$ cat config.mk
export PLATFORM = sky130hd
export DESIGN_NAME = tmr_cmp_unit
export DESIGN_NICKNAME = d
export VERILOG_FILES = /design/src/rtl/tmr_cmp_pkg.sv /design/src/rtl/tmr_rst_sync.sv /design/src/rtl/tmr_updown_cnt.sv /design/src/rtl/tmr_cmp_chan.sv /design/src/rtl/tmr_cmp_unit.sv
export SDC_FILE = /design/constraint.sdc
export NUM_CORES = 1
export LEC_CHECK = 0
export BUFFER_PORTS_ARGS = -buffer_cell sky130_fd_sc_hd__buf_2
export CAP_MARGIN = 20
export CORE_ASPECT_RATIO = 1.75
export CORE_MARGIN = 1
export CORE_UTILIZATION = 45
export CTS_CLUSTER_DIAMETER = 100
export DETAILED_ROUTE_END_ITERATION = 7
export GPL_TIMING_DRIVEN = 0
export HOLD_SLACK_MARGIN = 0.1
export PLACE_DENSITY = 0.6
export SYNTH_ARGS = -nofsm -noshare
export SYNTH_HDL_FRONTEND = slang
export SYNTH_SLANG_ARGS = --single-unit
$ cat constraint.sdc
create_clock -name clk -period 5.6 [get_ports clk]
set_clock_uncertainty 0.2 [all_clocks]
set_input_delay 0.84 -clock clk [delete_from_list [all_inputs] [get_ports clk]]
set_output_delay 0.84 -clock clk [all_outputs]
set_load 0.02 [all_outputs]
$ cat src/rtl/tmr_cmp_pkg.sv
package tmr_cmp_pkg;
  localparam int unsigned ADDR_W = 4;

  localparam logic [ADDR_W-1:0] A_CNT     = 4'h0;
  localparam logic [ADDR_W-1:0] A_PEAK    = 4'h1;
  localparam logic [ADDR_W-1:0] A_CTRL    = 4'h2;
  localparam logic [ADDR_W-1:0] A_STAT    = 4'h3;
  localparam logic [ADDR_W-1:0] A_BUF_DEF = 4'h4;
  localparam logic [ADDR_W-1:0] A_BUF_IMM = 4'h8;
  localparam logic [ADDR_W-1:0] A_CMP     = 4'hC;

  typedef enum logic [1:0] {
    XFER_NONE = 2'b00,
    XFER_PEAK = 2'b01,
    XFER_ZERO = 2'b10,
    XFER_BOTH = 2'b11
  } xfer_mode_e;

  typedef struct packed {
    logic       run;
    xfer_mode_e mode;
  } ctrl_t;
endpackage

$ cat src/rtl/tmr_rst_sync.sv
module tmr_rst_sync (
  input  logic clk,
  input  logic rst_n,
  output logic rst_sync_n
);
  logic [1:0] sync_q;

  always_ff @(posedge clk or negedge rst_n) begin
    if (!rst_n) sync_q <= 2'b00;
    else        sync_q <= {sync_q[0], 1'b1};
  end

  assign rst_sync_n = sync_q[1];
endmodule

$ cat src/rtl/tmr_updown_cnt.sv
module tmr_updown_cnt #(
  parameter int unsigned W = 16
) (
  input  logic         clk,
  input  logic         rst_n,
  input  logic         run,
  input  logic [W-1:0] peak,
  input  logic         ld_en,
  input  logic [W-1:0] ld_val,
  output logic [W-1:0] cnt,
  output logic         peak_ev,
  output logic         zero_ev
);
  logic [W-1:0] cnt_q, cnt_nxt;
  logic         up_q, up_nxt;
  logic         cnt_en;

  // Turning points are taken from the present state.
  assign peak_ev = run && up_q && (cnt_q >= peak);
  assign zero_ev = run && !up_q && (cnt_q == '0);
  assign cnt_en  = ld_en || run;

  always_comb begin
    cnt_nxt = cnt_q;
    up_nxt  = up_q;
    if (ld_en) begin
      cnt_nxt = ld_val;
      up_nxt  = 1'b1;
    end else if (run) begin
      if (up_q) begin
        if (cnt_q >= peak) begin
          up_nxt  = 1'b0;
          cnt_nxt = (cnt_q == '0) ? '0 : cnt_q - 1'b1;
        end else begin
          cnt_nxt = cnt_q + 1'b1;
        end
      end else begin
        if (cnt_q == '0) begin
          up_nxt  = 1'b1;
          cnt_nxt = (peak == '0) ? '0 : W'(1);
        end else begin
          cnt_nxt = cnt_q - 1'b1;
        end
      end
    end
  end

  always_ff @(posedge clk or negedge rst_n) begin
    if (!rst_n) begin
      cnt_q <= '0;
      up_q  <= 1'b1;
    end else if (cnt_en) begin
      cnt_q <= cnt_nxt;
      up_q  <= up_nxt;
    end
  end

  assign cnt = cnt_q;
endmodule

$ cat src/rtl/tmr_cmp_chan.sv
module tmr_cmp_chan #(
  parameter int unsigned W = 16
) (
  input  logic         clk,
  input  logic         rst_n,
  input  logic         wr_def,
  input  logic         wr_imm,
  input  logic [W-1:0] wdata,
  input  logic         xfer,
  input  logic [W-1:0] cnt,
  input  logic         stat_rd,
  input  logic         stat_wr,
  input  logic         stat_wbit,
  output logic [W-1:0] bufr,
  output logic [W-1:0] cmp,
  output logic         flag
);
  logic [W-1:0] bufr_q, bufr_nxt;
  logic [W-1:0] cmp_q, cmp_nxt;
  logic         flag_q, flag_nxt;
  logic         armed_q, armed_nxt;
  logic         hit;

  assign hit = (cnt == cmp_q);

  always_comb begin
    bufr_nxt = bufr_q;
    if (wr_def || wr_imm) bufr_nxt = wdata;

    cmp_nxt = cmp_q;
    if (wr_imm)    cmp_nxt = wdata;
    else if (xfer) cmp_nxt = bufr_q;

    armed_nxt = armed_q;
    if (stat_wr)                armed_nxt = 1'b0;
    else if (stat_rd && flag_q) armed_nxt = 1'b1;

    flag_nxt = flag_q;
    if (hit)                                  flag_nxt = 1'b1;
    else if (stat_wr && !stat_wbit && armed_q) flag_nxt = 1'b0;
  end

  always_ff @(posedge clk or negedge rst_n) begin
    if (!rst_n) begin
      bufr_q  <= '1;
      cmp_q   <= '1;
      flag_q  <= 1'b0;
      armed_q <= 1'b0;
    end else begin
      bufr_q  <= bufr_nxt;
      cmp_q   <= cmp_nxt;
      flag_q  <= flag_nxt;
      armed_q <= armed_nxt;
    end
  end

  assign bufr = bufr_q;
  assign cmp  = cmp_q;
  assign flag = flag_q;
endmodule

$ cat src/rtl/tmr_cmp_unit.sv
module tmr_cmp_unit
  import tmr_cmp_pkg::*;
#(
  parameter int unsigned CNT_W = 16,
  parameter int unsigned N_CH  = 3
) (
  input  logic              clk,
  input  logic              rst_n,
  input  logic              bus_en,
  input  logic              bus_we,
  input  logic              bus_wide,
  input  logic [3:0]        bus_addr,
  input  logic [CNT_W-1:0]  bus_wdata,
  output logic [CNT_W-1:0]  bus_rdata
);
  localparam int unsigned CTRL_W = $bits(ctrl_t);

  logic rst_sync_n;
  logic acc_wr, acc_rd;
  logic cnt_ld, peak_wr, ctrl_wr, stat_wr, stat_rd;
  logic peak_ev, zero_ev, xfer;
  logic run;
  logic [1:0] mode_bits;
  logic [CNT_W-1:0] cnt_v;
  logic [CNT_W-1:0] peak_q, peak_nxt;
  ctrl_t            ctrl_q, ctrl_nxt;
  logic [N_CH-1:0][CNT_W-1:0] bufr_p, cmp_p;
  logic [N_CH-1:0]            flag_v;

  tmr_rst_sync u_rst (.clk(clk), .rst_n(rst_n), .rst_sync_n(rst_sync_n));

  // Only 16-bit accesses reach any register.
  assign acc_wr  = bus_en && bus_wide && bus_we;
  assign acc_rd  = bus_en && bus_wide && !bus_we;
  assign cnt_ld  = acc_wr && (bus_addr == A_CNT);
  assign peak_wr = acc_wr && (bus_addr == A_PEAK);
  assign ctrl_wr = acc_wr && (bus_addr == A_CTRL);
  assign stat_wr = acc_wr && (bus_addr == A_STAT);
  assign stat_rd = acc_rd && (bus_addr == A_STAT);

  assign run       = ctrl_q.run;
  assign mode_bits = 2'(ctrl_q.mode);
  assign xfer      = (mode_bits[0] && peak_ev) || (mode_bits[1] && zero_ev);

  always_comb begin
    peak_nxt = peak_wr ? bus_wdata : peak_q;
    ctrl_nxt = ctrl_wr ? ctrl_t'(bus_wdata[CTRL_W-1:0]) : ctrl_q;
  end

  always_ff @(posedge clk or negedge rst_sync_n) begin
    if (!rst_sync_n) begin
      peak_q <= '1;
      ctrl_q <= '0;
    end else begin
      peak_q <= peak_nxt;
      ctrl_q <= ctrl_nxt;
    end
  end

  tmr_updown_cnt #(.W(CNT_W)) u_cnt (
    .clk     (clk),
    .rst_n   (rst_sync_n),
    .run     (run),
    .peak    (peak_q),
    .ld_en   (cnt_ld),
    .ld_val  (bus_wdata),
    .cnt     (cnt_v),
    .peak_ev (peak_ev),
    .zero_ev (zero_ev)
  );

  for (genvar i = 0; i < N_CH; i++) begin : g_ch
    localparam logic [3:0] ADEF = A_BUF_DEF + 4'(i);
    localparam logic [3:0] AIMM = A_BUF_IMM + 4'(i);
    tmr_cmp_chan #(.W(CNT_W)) u_chan (
      .clk       (clk),
      .rst_n     (rst_sync_n),
      .wr_def    (acc_wr && (bus_addr == ADEF)),
      .wr_imm    (acc_wr && (bus_addr == AIMM)),
      .wdata     (bus_wdata),
      .xfer      (xfer),
      .cnt       (cnt_v),
      .stat_rd   (stat_rd),
      .stat_wr   (stat_wr),
      .stat_wbit (bus_wdata[i]),
      .bufr      (bufr_p[i]),
      .cmp       (cmp_p[i]),
      .flag      (flag_v[i])
    );
  end

  always_comb begin
    bus_rdata = '0;
    if (acc_rd) begin
      unique case (bus_addr)
        A_CNT:   bus_rdata = cnt_v;
        A_PEAK:  bus_rdata = peak_q;
        A_CTRL:  bus_rdata = CNT_W'(ctrl_q);
        A_STAT:  bus_rdata = CNT_W'(flag_v);
        default: bus_rdata = '0;
      endcase
      for (int i = 0; i < N_CH; i++) begin
        if (bus_addr == A_BUF_DEF + 4'(i) || bus_addr == A_BUF_IMM + 4'(i))
          bus_rdata = bufr_p[i];
        if (bus_addr == A_CMP + 4'(i))
          bus_rdata = cmp_p[i];
      end
    end
  end
endmodule

Word level (Yosys, flattened, before mapping)
Index checks and enable logic that the tools add are counted.
{ "op_classes": {"muxes": 38, "reduce_logical": 56, "addsub": 2, "n_eq_ne": 15, "order_cmp": 1} }
{ "ops": {"columns": ["operator", "n"], "rows": [
  ["2-to-1 mux 16 bit", 19],
  ["case mux 16 bit (4 select lines)", 1],
  ["equality test 16 bit", 3],
  ["zero test 16 bit", 2],
  ["logical AND 1 bit", 29],
  ["equality test 4 bit, second input constant", 6],
  ["nonzero test 2 bit", 10],
  ["2-to-1 mux 1 bit", 18],
  ["adder 16 x 1 -> 16 bit, second input constant", 1],
  [">= comparator 16 bit", 1],
  ["subtractor 16 x 1 -> 16 bit, second input constant", 1],
  ["equality test 4 x 3 -> 1 bit, second input constant", 3],
  ["equality test 4 x 2 -> 1 bit, second input constant", 2],
  ["logical OR 1 bit", 8],
  ["zero test 1 bit", 5],
  ["equality test 4 x 1 -> 1 bit, second input constant", 1],
  ["zero test 4 bit", 1],
  ["AND reduction 2 bit", 1]
]} }
{ "word_totals": {"in_bits": 25, "wordCells": 130, "register_bits": 140, "out_inout_bits": 16} }

Depth between registers and ports, before layout
Gate-level depths: netlist of run 1.
{ "depth": {"ltp_word": 9, "ltp_mapped": 12, "mapped_depth_nobuf": 8} }

By module
From an unflattened synthesis of run 1, not the netlist that was laid out.
{ "unflattened": {"hier_cells": 959, "area_unflattened_um2": 9611.7} }
{ "modules_own_cells": {"columns": ["mod", "instances", "seq_area_each_um2", "area_per_inst_um2", "cells_each"], "rows": [
  ["tmr_cmp_chan", 3, 890.9, 1689.1, 132],
  ["tmr_cmp_unit", 1, 495.5, 2512.4, 299],
  ["tmr_updown_cnt", 1, 426.7, 1978.1, 261],
  ["tmr_rst_sync", 1, 50.0, 53.8, 3]
]} }

Worst setup path before layout of run 1
OpenSTA, ideal clock, no wires.
{ "synth_timing": {"path_type": "input to output", "start": "input bus_addr[3]", "end": "output bus_rdata[14]", "n_path_buf": 3, "cell_stages": 9, "required_time_ns": 4.560, "path_slack_ns": 1.990, "t_arrival_ns": 2.570, "cell_sequence": "clkbuf_1 > and2_0 > clkbuf_1 > buf_1 > a21oi_1 > a2bb2oi_1 > o21ai_0 > o221ai_1 > a31oi_1"} }
{ "synth_via": {"elab_chain_cells": 9, "word_cells_on_any_way": 24, "classes_between": "eq/ne (12); mux (8); reduce/logical (4)"} }
{ "synth_lines": {"columns": ["element", "line", "rtl"], "rows": [
  ["start, declared", "tmr_cmp_unit.sv:12", "input logic [3:0] bus_addr,"],
  ["equality test 4 x 2 -> 1 bit, or another cell as far along", "tmr_cmp_unit.sv:95", "unique case (bus_addr)"],
  ["case mux 16 bit (4 select lines) or logical OR 1 bit (tied branches)", "tmr_cmp_unit.sv:95, tmr_cmp_unit.sv:103", null],
  ["2-to-1 mux 16 bit", "tmr_cmp_unit.sv:103", "if (bus_addr == A_BUF_DEF + 4'(i) || bus_addr == A_BUF_IMM + 4'(i))"],
  ["2-to-1 mux 16 bit", "tmr_cmp_unit.sv:105", "if (bus_addr == A_CMP + 4'(i))"],
  ["2-to-1 mux 16 bit", "tmr_cmp_unit.sv:103", null],
  ["2-to-1 mux 16 bit", "tmr_cmp_unit.sv:105", null],
  ["2-to-1 mux 16 bit", "tmr_cmp_unit.sv:103", null],
  ["2-to-1 mux 16 bit (*)", "tmr_cmp_unit.sv:105", null],
  ["2-to-1 mux 16 bit (*)", "tmr_cmp_unit.sv:94", "if (acc_rd) begin"],
  ["end, declared", "tmr_cmp_unit.sv:14", "output logic [CNT_W-1:0] bus_rdata"]
]} }
Every way passes the cells marked *; elsewhere a longest branch is shown, timed or not.

Final worst setup path of run 1
{ "layout_timing": {"start": "input bus_addr[3]", "end": "output bus_rdata[10]"} }
Same word-level chain as after synthesis.

==> results of run 1 <==
[sequential cells by signal, indices dropped and copies added, names as in the netlist]
register             count
g_ch.u_chan.bufr        48
g_ch.u_chan.armed_q      3
peak_q                  16
u_cnt.cnt               16
g_ch.u_chan.cmp         48
u_rst.sync_q             2
run                      1
g_ch.u_chan.flag         3
mode_bits                2
u_cnt.up_q               1
[layout by cell type (no fill, tap or decap), types with 18 or more instances in the layout]
cell | netlist | routed
sky130_fd_sc_hd__nor4_1 | 18 | 18
sky130_fd_sc_hd__o221a_2 | 48 | 48
sky130_fd_sc_hd__dfstp_2 | 113 | 113
sky130_fd_sc_hd__buf_2 | 13 | 48
sky130_fd_sc_hd__xor2_1 | 57 | 57
sky130_fd_sc_hd__dfrtp_1 | 27 | 26
sky130_fd_sc_hd__o21ai_0 | 61 | 61
sky130_fd_sc_hd__ha_1 | 19 | 19
sky130_fd_sc_hd__clkbuf_1 | 68 | 69
sky130_fd_sc_hd__a21oi_1 | 39 | 39
sky130_fd_sc_hd__inv_1 | 19 | 19
sky130_fd_sc_hd__mux2_2 | 55 | 55
sky130_fd_sc_hd__nand2_1 | 118 | 118
sky130_fd_sc_hd__o31ai_1 | 51 | 51
sky130_fd_sc_hd__nor2_1 | 90 | 90
sky130_fd_sc_hd__nor3_1 | 62 | 62
[kinds of logic after synthesis]
| group | count (synthesis) | share of synthesized area, % |
|---|---|---|
| simple gates | 360 | 17.6 |
| compound gates | 284 | 21.9 |
| flops | 140 | 38.1 |
| buf+inv | 115 | 5.04 |
| mux | 72 | 8.26 |
| xor+xnor | 71 | 6.50 |
| fa+ha+maj | 19 | 2.49 |
| other cells | 1 | 0.0392 |
[cell type report]
type                       count  area share (%)
clock buffer                  20            4.27
buffer                        96            3.83
inverter                      19           0.666
multi-input combinational    807            50.8
sequential                   140            34.1
clock inverter                12            1.05
timing repair buffer          39            2.34
tap                          252            2.95
[metal layers]
metal  share of wire [%]  up-vias  GRT usage (%)
met2                  50      459           61.1
met1                  35     4497           37.6
li1                    -     4058              -
met3                 5.6      187           4.49
met5                   0        -              0
met4                 9.1        0           29.8
[power by group through the flow]
| stage | logic, mW | clock network [mW] | registers [mW] |
|---|---|---|---|
| 6_report | 1.76 | 1.12 | 1.65 |
| 5_1_grt | 1.90 | 1.17 | 1.67 |
| 4_1_cts | 1.73 | 1.13 | 1.64 |
| 3_5_place_dp | 1.72 | 0 | 1.65 |
| 3_3_place_gp | 1.68 | 0 | 1.66 |
| 2_1_floorplan | 1.24 | 0 | 1.53 |
[worst max-delay path, stage by stage]
cell and delay, ns:
sky130_fd_sc_hd__clkbuf_1 0.32, sky130_fd_sc_hd__and2_0 0.18, sky130_fd_sc_hd__clkbuf_1 0.25, sky130_fd_sc_hd__buf_1 0.52
sky130_fd_sc_hd__nand2_1 0.17, sky130_fd_sc_hd__clkbuf_1 0.29, sky130_fd_sc_hd__o21ai_0 0.39, sky130_fd_sc_hd__a31oi_1 0.16
sky130_fd_sc_hd__buf_2 0.19
[stage by stage]
stage / cells / cell area (um^2) / power, mW
3_5_place_dp: 1351 / 10100 / 3.37
6_report: 1385 / 10700 / 4.53
3_3_place_gp: 1349 / 10100 / 3.34
2_1_floorplan: 1062 / 9560 / 2.77
4_1_cts: 1385 / 10700 / 4.49
5_1_grt: 1385 / 10700 / 4.73
[how the worst max path moves through the flow]
stage / endpoint / cells past startpoint / start / slack (ns)
final: bus_rdata[10] / 9 / bus_addr[3] / 1.24
after global routing: bus_rdata[10] / 9 / bus_addr[3] / 1.07
after CTS: bus_rdata[10] / 9 / bus_addr[2] / 1.35
after floorplan: g_ch[0].u_chan.armed_q / 0 / u_rst.sync_q[1] / 1.41
after global placement: u_cnt.cnt[3] / 0 / u_rst.sync_q[1] / -0.50
after detailed placement: bus_rdata[10] / 9 / bus_addr[3] / 1.36
==> flow_summary.rst, run 1 <==
.. list-table::
   :header-rows: 1

   * - Metric
     - Value
   * - Outcome
     - finished, violations left
   * - Failing checks
     - design-rule violations
   * - Number of core rows
     - 70
   * - Max_slew headroom
     - 33.4%
   * - Initial antenna violation count
     - 0
   * - Post-route setup TNS
     - 0 ns
   * - Beginning of the worst register-to-register path
     - u_cnt.cnt[0]
   * - Number of port buffers
     - 35
   * - Cell count after synthesis
     - 1,062
   * - Clock slew at reported path FFs
     - 0.06 ns
   * - Remaining DRCs
     - 4
   * - Number of vias after detailed routing
     - 9,201
   * - Hold violation count in the final report
     - 0
   * - Count of flip-flops with a built-in enable after synthesis
     - 0
   * - Sequential cell area
     - 0.00365 mm^2
   * - First-pass GRT wire length
     - about 57 mm
   * - Top cells by area, synth
     - sky130_fd_sc_hd__dfstp_2 31%, sky130_fd_sc_hd__dfrtp_1 7.1%, sky130_fd_sc_hd__mux2_2 6.5%, sky130_fd_sc_hd__o221a_2 5.7%, sky130_fd_sc_hd__xor2_1 5.2%
   * - Critical R2R Capture
     - g_ch[2].u_chan.cmp[11]
   * - Final setup violation count
     - 0
   * - Final core utilization
     - 51.3%
   * - Switching Power
     - about 1.9 mW
   * - Flip-flop and latch count after synthesis
     - 140
   * - Final-layout fill cell count
     - 2,006
   * - Diode insertion count for antenna repair
     - 0
   * - Total I/O pin count
     - around 40
   * - CTS root buffer
     - sky130_fd_sc_hd__clkbuf_16
   * - Synth area leader
     - sky130_fd_sc_hd__dfstp_2
   * - Seq pwr share
     - 36.3%
   * - H-tree lvl count
     - 4
   * - Synth top area share
     - 31.0%
   * - Unrepaired setup endpoints after global routing
     - false
   * - Worst path setup slack after routing
     - 1.24 ns
   * - Pins Over Slew Limit
     - 0
   * - Kind of launch point of the worst setup path
     - input pin
   * - Static leakage power
     - 4.25 nW
   * - Post-CTS Hold Fix Bufs
     - 2
   * - Area added between synthesis and finish
     - 11.9%
   * - Antenna Nets Post-Route
     - 0
   * - Core Area
     - 0.0208 mm^2
   * - Tcrit/Tclk final
     - 77.8%
   * - Overall fraction of global-route tracks in use
     - 35.2%
   * - Cell with the most instances after synthesis
     - sky130_fd_sc_hd__nand2_1
   * - Drt via density
     - 6.64
   * - Starting utilization of the core area
     - between 40% and 50%
   * - Path category of the worst min-delay check
     - flip-flop to flip-flop
   * - Data required, critical path
     - 4.56 ns
   * - Clock latency on the worst-skew pair
     - ~0.44 ns
   * - Final global-route overflow total
     - 0
   * - Syn. warnings
     - 0
   * - Die Span X
     - 112 um
   * - Worst setup EP type
     - primary output
   * - Worst-case clock buffer depth
     - 2
   * - Portion of total power attributed to combinational logic
     - 38.9%
   * - Post-synthesis async set-or-reset flop share
     - 100%
   * - Slack of the worst reg-to-reg path
     - 1.53 ns
   * - Maximum clock frequency
     - 0.230 GHz
   * - Worst hold margin
     - 0.169 ns
   * - Total Wirelength
     - 37.2 mm
   * - Worst-case hold path end point
     - u_rst.sync_q[1]
   * - Detail-routed net length per standard cell
     - 26.9 um
   * - Switching part of the total
     - about 41%
   * - Clock tree from TritonCTS
     - yes
   * - Depth of the worst register-to-register path
     - 12
   * - Prevailing post-synth register cell
     - sky130_fd_sc_hd__dfstp_2
   * - Total setup buffers inserted after CTS
     - 0
   * - Via count of the first global-routing pass
     - 9,342
   * - Number of buffers added by the clock tree synthesis step
     - 17
   * - Synthesized area
     - 0.00956 mm^2
   * - Hold Startpoint
     - u_rst.sync_q[0]
   * - First-pass detailed-route iteration total
     - 8
   * - Fraction of final layout cells sized beyond drive strength 1
     - between 20 and 30%
   * - MaxCap Viol Count
     - 0
   * - Global placer's final weighted congestion
     - 0.982
   * - Most used standard cells in the synthesized netlist
     - 118 x sky130_fd_sc_hd__nand2_1, 113 x sky130_fd_sc_hd__dfstp_2, 90 x sky130_fd_sc_hd__nor2_1, 68 x sky130_fd_sc_hd__clkbuf_1, 62 x sky130_fd_sc_hd__nor3_1
   * - Place WS
     - 1.36 ns
   * - Unique cell type count in the Yosys netlist
     - 60
   * - Largest fanout on the critical path
     - 10
   * - Initial drt markers
     - 789
   * - Transition at the pin with the smallest max-transition slack
     - between 0.9 and 1 ns
   * - Worst IR Drop VDD
     - between 300 and 400 uV
   * - Avg Synthesized Cell Area
     - 9.00 um^2
   * - Power Density
     - 424 mW/mm^2
   * - Clk network pwr share
     - between 20 and 25%
   * - Number of clock sinks
     - 140
   * - Min cycle time layout
     - approximately 4.4 ns
   * - Cell count of the worst hold path
     - 0
   * - Int Pwr
     - approximately 2.7 mW
   * - Net total in the final layout
     - 1,164
   * - CTS-repair resized insts
     - 0
   * - Die boundary height
     - between 150 and 200 um
   * - Synthesized Nets
     - 1,106
   * - HPWL after detailed placement
     - 27.9 mm
   * - Classification of the worst setup path
     - input pin to primary output
   * - Area of the multi-input gates
     - 0.00544 mm^2
   * - Sequential cell area fraction in the yosys report
     - between 30% and 40%
   * - Area of the die
     - 0.0219 mm^2
   * - Maximum number of pins on one net before global-route repair
     - 69
   * - Arrival time worst endpoint
     - around 3.3 ns
No activity file was read; power rests on OpenSTA's default activity.
==> run 2, diff against run 1 <==
==> constraint.sdc (replaced) <==
create_clock -name clk -period 4.47 [get_ports clk]
set_clock_uncertainty 0.2 [all_clocks]
set_input_delay 0.6705 -clock clk [delete_from_list [all_inputs] [get_ports clk]]
set_output_delay 0.6705 -clock clk [all_outputs]
set_load 0.02 [all_outputs]
==> run 2 against run 1 <==
Against the previous run: the run still ends with design-rule violations left; sequential power rose by 25%; utilization did not move; count of clock-buffer cells in the layout did not move; combinational power increased by 26%; sequential share of layout area unchanged; die area stayed put; first-iteration DRC count shrank 1.5%; largest cell class unchanged.
==> flow_summary.rst, run 2 (synthesis gave the netlist of run 1 again) <==
.. list-table::
   :header-rows: 1

   * - Metric
     - Value
   * - Outcome
     - finished, violations left
   * - Failing checks
     - design-rule violations
   * - CTS-repair resized insts
     - 0 (unchanged)
   * - Clock tree from TritonCTS
     - yes
   * - Power Density
     - 530 mW/mm^2 (+25%)
   * - CTS root buffer
     - sky130_fd_sc_hd__clkbuf_16
   * - Non-filler cells in the finished layout
     - 1,385 (unchanged)
   * - Number of vias after detailed routing
     - 9,181 (-0.22%)
   * - Max_slew headroom
     - 32.7% (-0.65 points)
   * - Placed Instances
     - 1,351 (unchanged)
   * - Min cycle time layout
     - 4.06 ns
   * - Maximum number of pins on one net before global-route repair
     - 69 (unchanged)
   * - Fraction of final layout cells sized beyond drive strength 1
     - 27.5% (unchanged)
   * - Worst setup EP type
     - flip-flop
   * - Total setup buffers inserted after CTS
     - 0 (unchanged)
   * - Die Span X
     - 112 um (unchanged)
   * - Final setup violation count
     - 0 (unchanged)
   * - Area after detailed placement
     - 0.0101 mm^2 (unchanged)
   * - Classification of the worst setup path
     - flip-flop to flip-flop
   * - Total I/O pin count
     - 41 (unchanged)
   * - Number of buffers added by the clock tree synthesis step
     - 17 (unchanged)
   * - Critical R2R Capture
     - g_ch[2].u_chan.cmp[11]
   * - Antenna Nets Post-Route
     - 0 (unchanged)
   * - Diode insertion count for antenna repair
     - 0 (unchanged)
   * - Worst setup path startpoint
     - u_cnt.cnt[0]
   * - Static leakage power
     - 4.25 nW (unchanged)
   * - Tcrit/Tclk final
     - 90.7%
   * - Via count of the first global-routing pass
     - 9,328 (-0.15%)
   * - Initial drt markers
     - 777 (-1.5%)
   * - Cell count of the worst hold path
     - 0 (unchanged)
   * - Post-CTS Hold Fix Bufs
     - 2 (unchanged)
   * - First-pass detailed-route iteration total
     - 7 (-1)
   * - Worst-case hold path end point
     - u_rst.sync_q[1]
   * - Number of port buffers
     - 35 (unchanged)
   * - Unrepaired setup endpoints after global routing
     - false
   * - Commonest non-fill, non-tap cells in the layout
     - 118 x sky130_fd_sc_hd__nand2_1, 113 x sky130_fd_sc_hd__dfstp_2, 90 x sky130_fd_sc_hd__nor2_1, 69 x sky130_fd_sc_hd__clkbuf_1, 62 x sky130_fd_sc_hd__nor3_1
   * - Arrival time worst endpoint
     - 4.23 ns (+0.91 ns)
   * - Final design area excluding fillers
     - 0.0107 mm^2 (unchanged)
   * - Number of core rows
     - 70 (unchanged)
   * - Data required, critical path
     - 4.65 ns (+0.09 ns)
   * - Initial antenna violation count
     - 0 (unchanged)
   * - Post-route setup TNS
     - 0 ns (unchanged)
   * - Drt via density
     - 6.63 (-0.22%)
   * - Global placer's final weighted congestion
     - 0.982 (unchanged)
   * - Worst IR Drop VDD
     - 417 uV (+25%)
   * - Clock slew at reported path FFs
     - 0.07 ns (about the same)
   * - Detail-routed net length per standard cell
     - 26.9 um (+0.20%)
   * - Final global-route overflow total
     - 0 (unchanged)
   * - Starting utilization of the core area
     - 45.9% (unchanged)
   * - Final core utilization
     - 51.3% (unchanged)
   * - MaxCap Viol Count
     - 0 (unchanged)
   * - Transition at the pin with the smallest max-transition slack
     - 1.00 ns (+0.00971 ns)
   * - Worst-case clock buffer depth
     - 2 (unchanged)
   * - Total Wirelength
     - 37.3 mm (+0.20%)
   * - Most frequent standard cell in the layout excluding fill and tap cells
     - sky130_fd_sc_hd__nand2_1
   * - Area added between synthesis and finish
     - 11.9% (unchanged)
   * - Die boundary height
     - 195 um (unchanged)
   * - Remaining DRCs
     - 1 (-3)
   * - First-pass GRT wire length
     - 56.6 mm (about the same)
   * - Path category of the worst min-delay check
     - flip-flop to flip-flop
   * - Final-layout fill cell count
     - 2,006 (unchanged)
   * - Clock latency on the worst-skew pair
     - 0.44 ns (about the same)
   * - Number of clock sinks
     - 140 (unchanged)
   * - Kind of launch point of the worst setup path
     - flip-flop
   * - Net total in the final layout
     - 1,164 (unchanged)
   * - Pins Over Slew Limit
     - 0 (unchanged)
   * - H-tree lvl count
     - 4 (unchanged)
   * - Beginning of the worst register-to-register path
     - u_cnt.cnt[0]
   * - Depth of the worst register-to-register path
     - 12 (unchanged)
   * - Hold violation count in the final report
     - 0 (unchanged)
   * - Largest fanout on the critical path
     - 10 (unchanged)
   * - Area of the die
     - 0.0219 mm^2 (unchanged)
   * - Hold Startpoint
     - u_rst.sync_q[0]
   * - Slack of the worst reg-to-reg path
     - 0.41 ns (-1.12 ns)
   * - HPWL after detailed placement
     - 27.9 mm (unchanged)
   * - Core Area
     - 0.0208 mm^2 (unchanged)
   * - Overall fraction of global-route tracks in use
     - 35.2% (-0.040 points)
   * - Maximum clock frequency
     - 0.247 GHz
==> run 2: cell counts in the layout (fill, tap and decap cells not counted) <==
No cell type changed its count.
==> run 2: critical path: stages, from the launching register on <==
cell and delay [ns]:
sky130_fd_sc_hd__dfrtp_1 0.41, sky130_fd_sc_hd__clkbuf_1 0.49, sky130_fd_sc_hd__inv_1 0.22, sky130_fd_sc_hd__ha_1 0.34, sky130_fd_sc_hd__nor2_1 0.11, sky130_fd_sc_hd__a21oi_1 0.10, sky130_fd_sc_hd__and4b_1 0.40, sky130_fd_sc_hd__o21a_1 0.16
sky130_fd_sc_hd__buf_2 0.27, sky130_fd_sc_hd__or3_1 0.16, sky130_fd_sc_hd__clkbuf_1 0.39, sky130_fd_sc_hd__clkbuf_1 0.46, sky130_fd_sc_hd__o221a_2 0.27
==> run 2: area by class of cell <==
class                      count  area [um^2]  share of cell area [%]
buffer                        96          410                    3.83
clock buffer                  20          457                    4.27
clock inverter                12          113                    1.05
inverter                      19         71.3                   0.666
multi-input combinational    807         5440                    50.8
sequential                   140         3650                    34.1
tap                          252          315                    2.95
timing repair buffer          39          250                    2.34
==> run 2: report_power, final <==
group / switching [mW] / internal, mW / leakage (nW) / total [mW]
Combinational: 1.36 / 0.842 / 2.47 / 2.21
Sequential: 0.371 / 1.69 / 1.50 / 2.06
Clock: 0.606 / 0.799 / 0.277 / 1.40
==> run 2: how the worst max path moves through the flow <==
stage	slack, ns	to
2_1_floorplan	0.28	g_ch[0].u_chan.armed_q
3_3_place_gp	-1.63	u_cnt.cnt[3]
3_5_place_dp	0.44	u_cnt.cnt[12]
4_1_cts	0.47	g_ch[1].u_chan.cmp[7]
5_1_grt	0.20	g_ch[2].u_chan.cmp[6]
6_report	0.41	g_ch[2].u_chan.cmp[11]
==> run 2: per-stage QoR <==
stage	setup WS [ns]	total power [mW]	hold slack, ns
3_5_place_dp	0.442	4.22	0.0765
5_1_grt	0.204	5.93	0.171
2_1_floorplan	0.278	3.47	0.131
4_1_cts	0.467	5.63	0.172
3_3_place_gp	-1.63	4.18	0.144
6_report	0.414	5.67	0.169
==> run 2: layer usage <==
metal / global-route usage [%] / part of all wire, % / vias to the layer above
met5: 0 / 0 / -
met3: 4.43 / 5.9 / 185
met1: 37.7 / 35 / 4468
met2: 61.1 / 50 / 481
li1: - / - / 4047
met4: 29.4 / 8.9 / 0
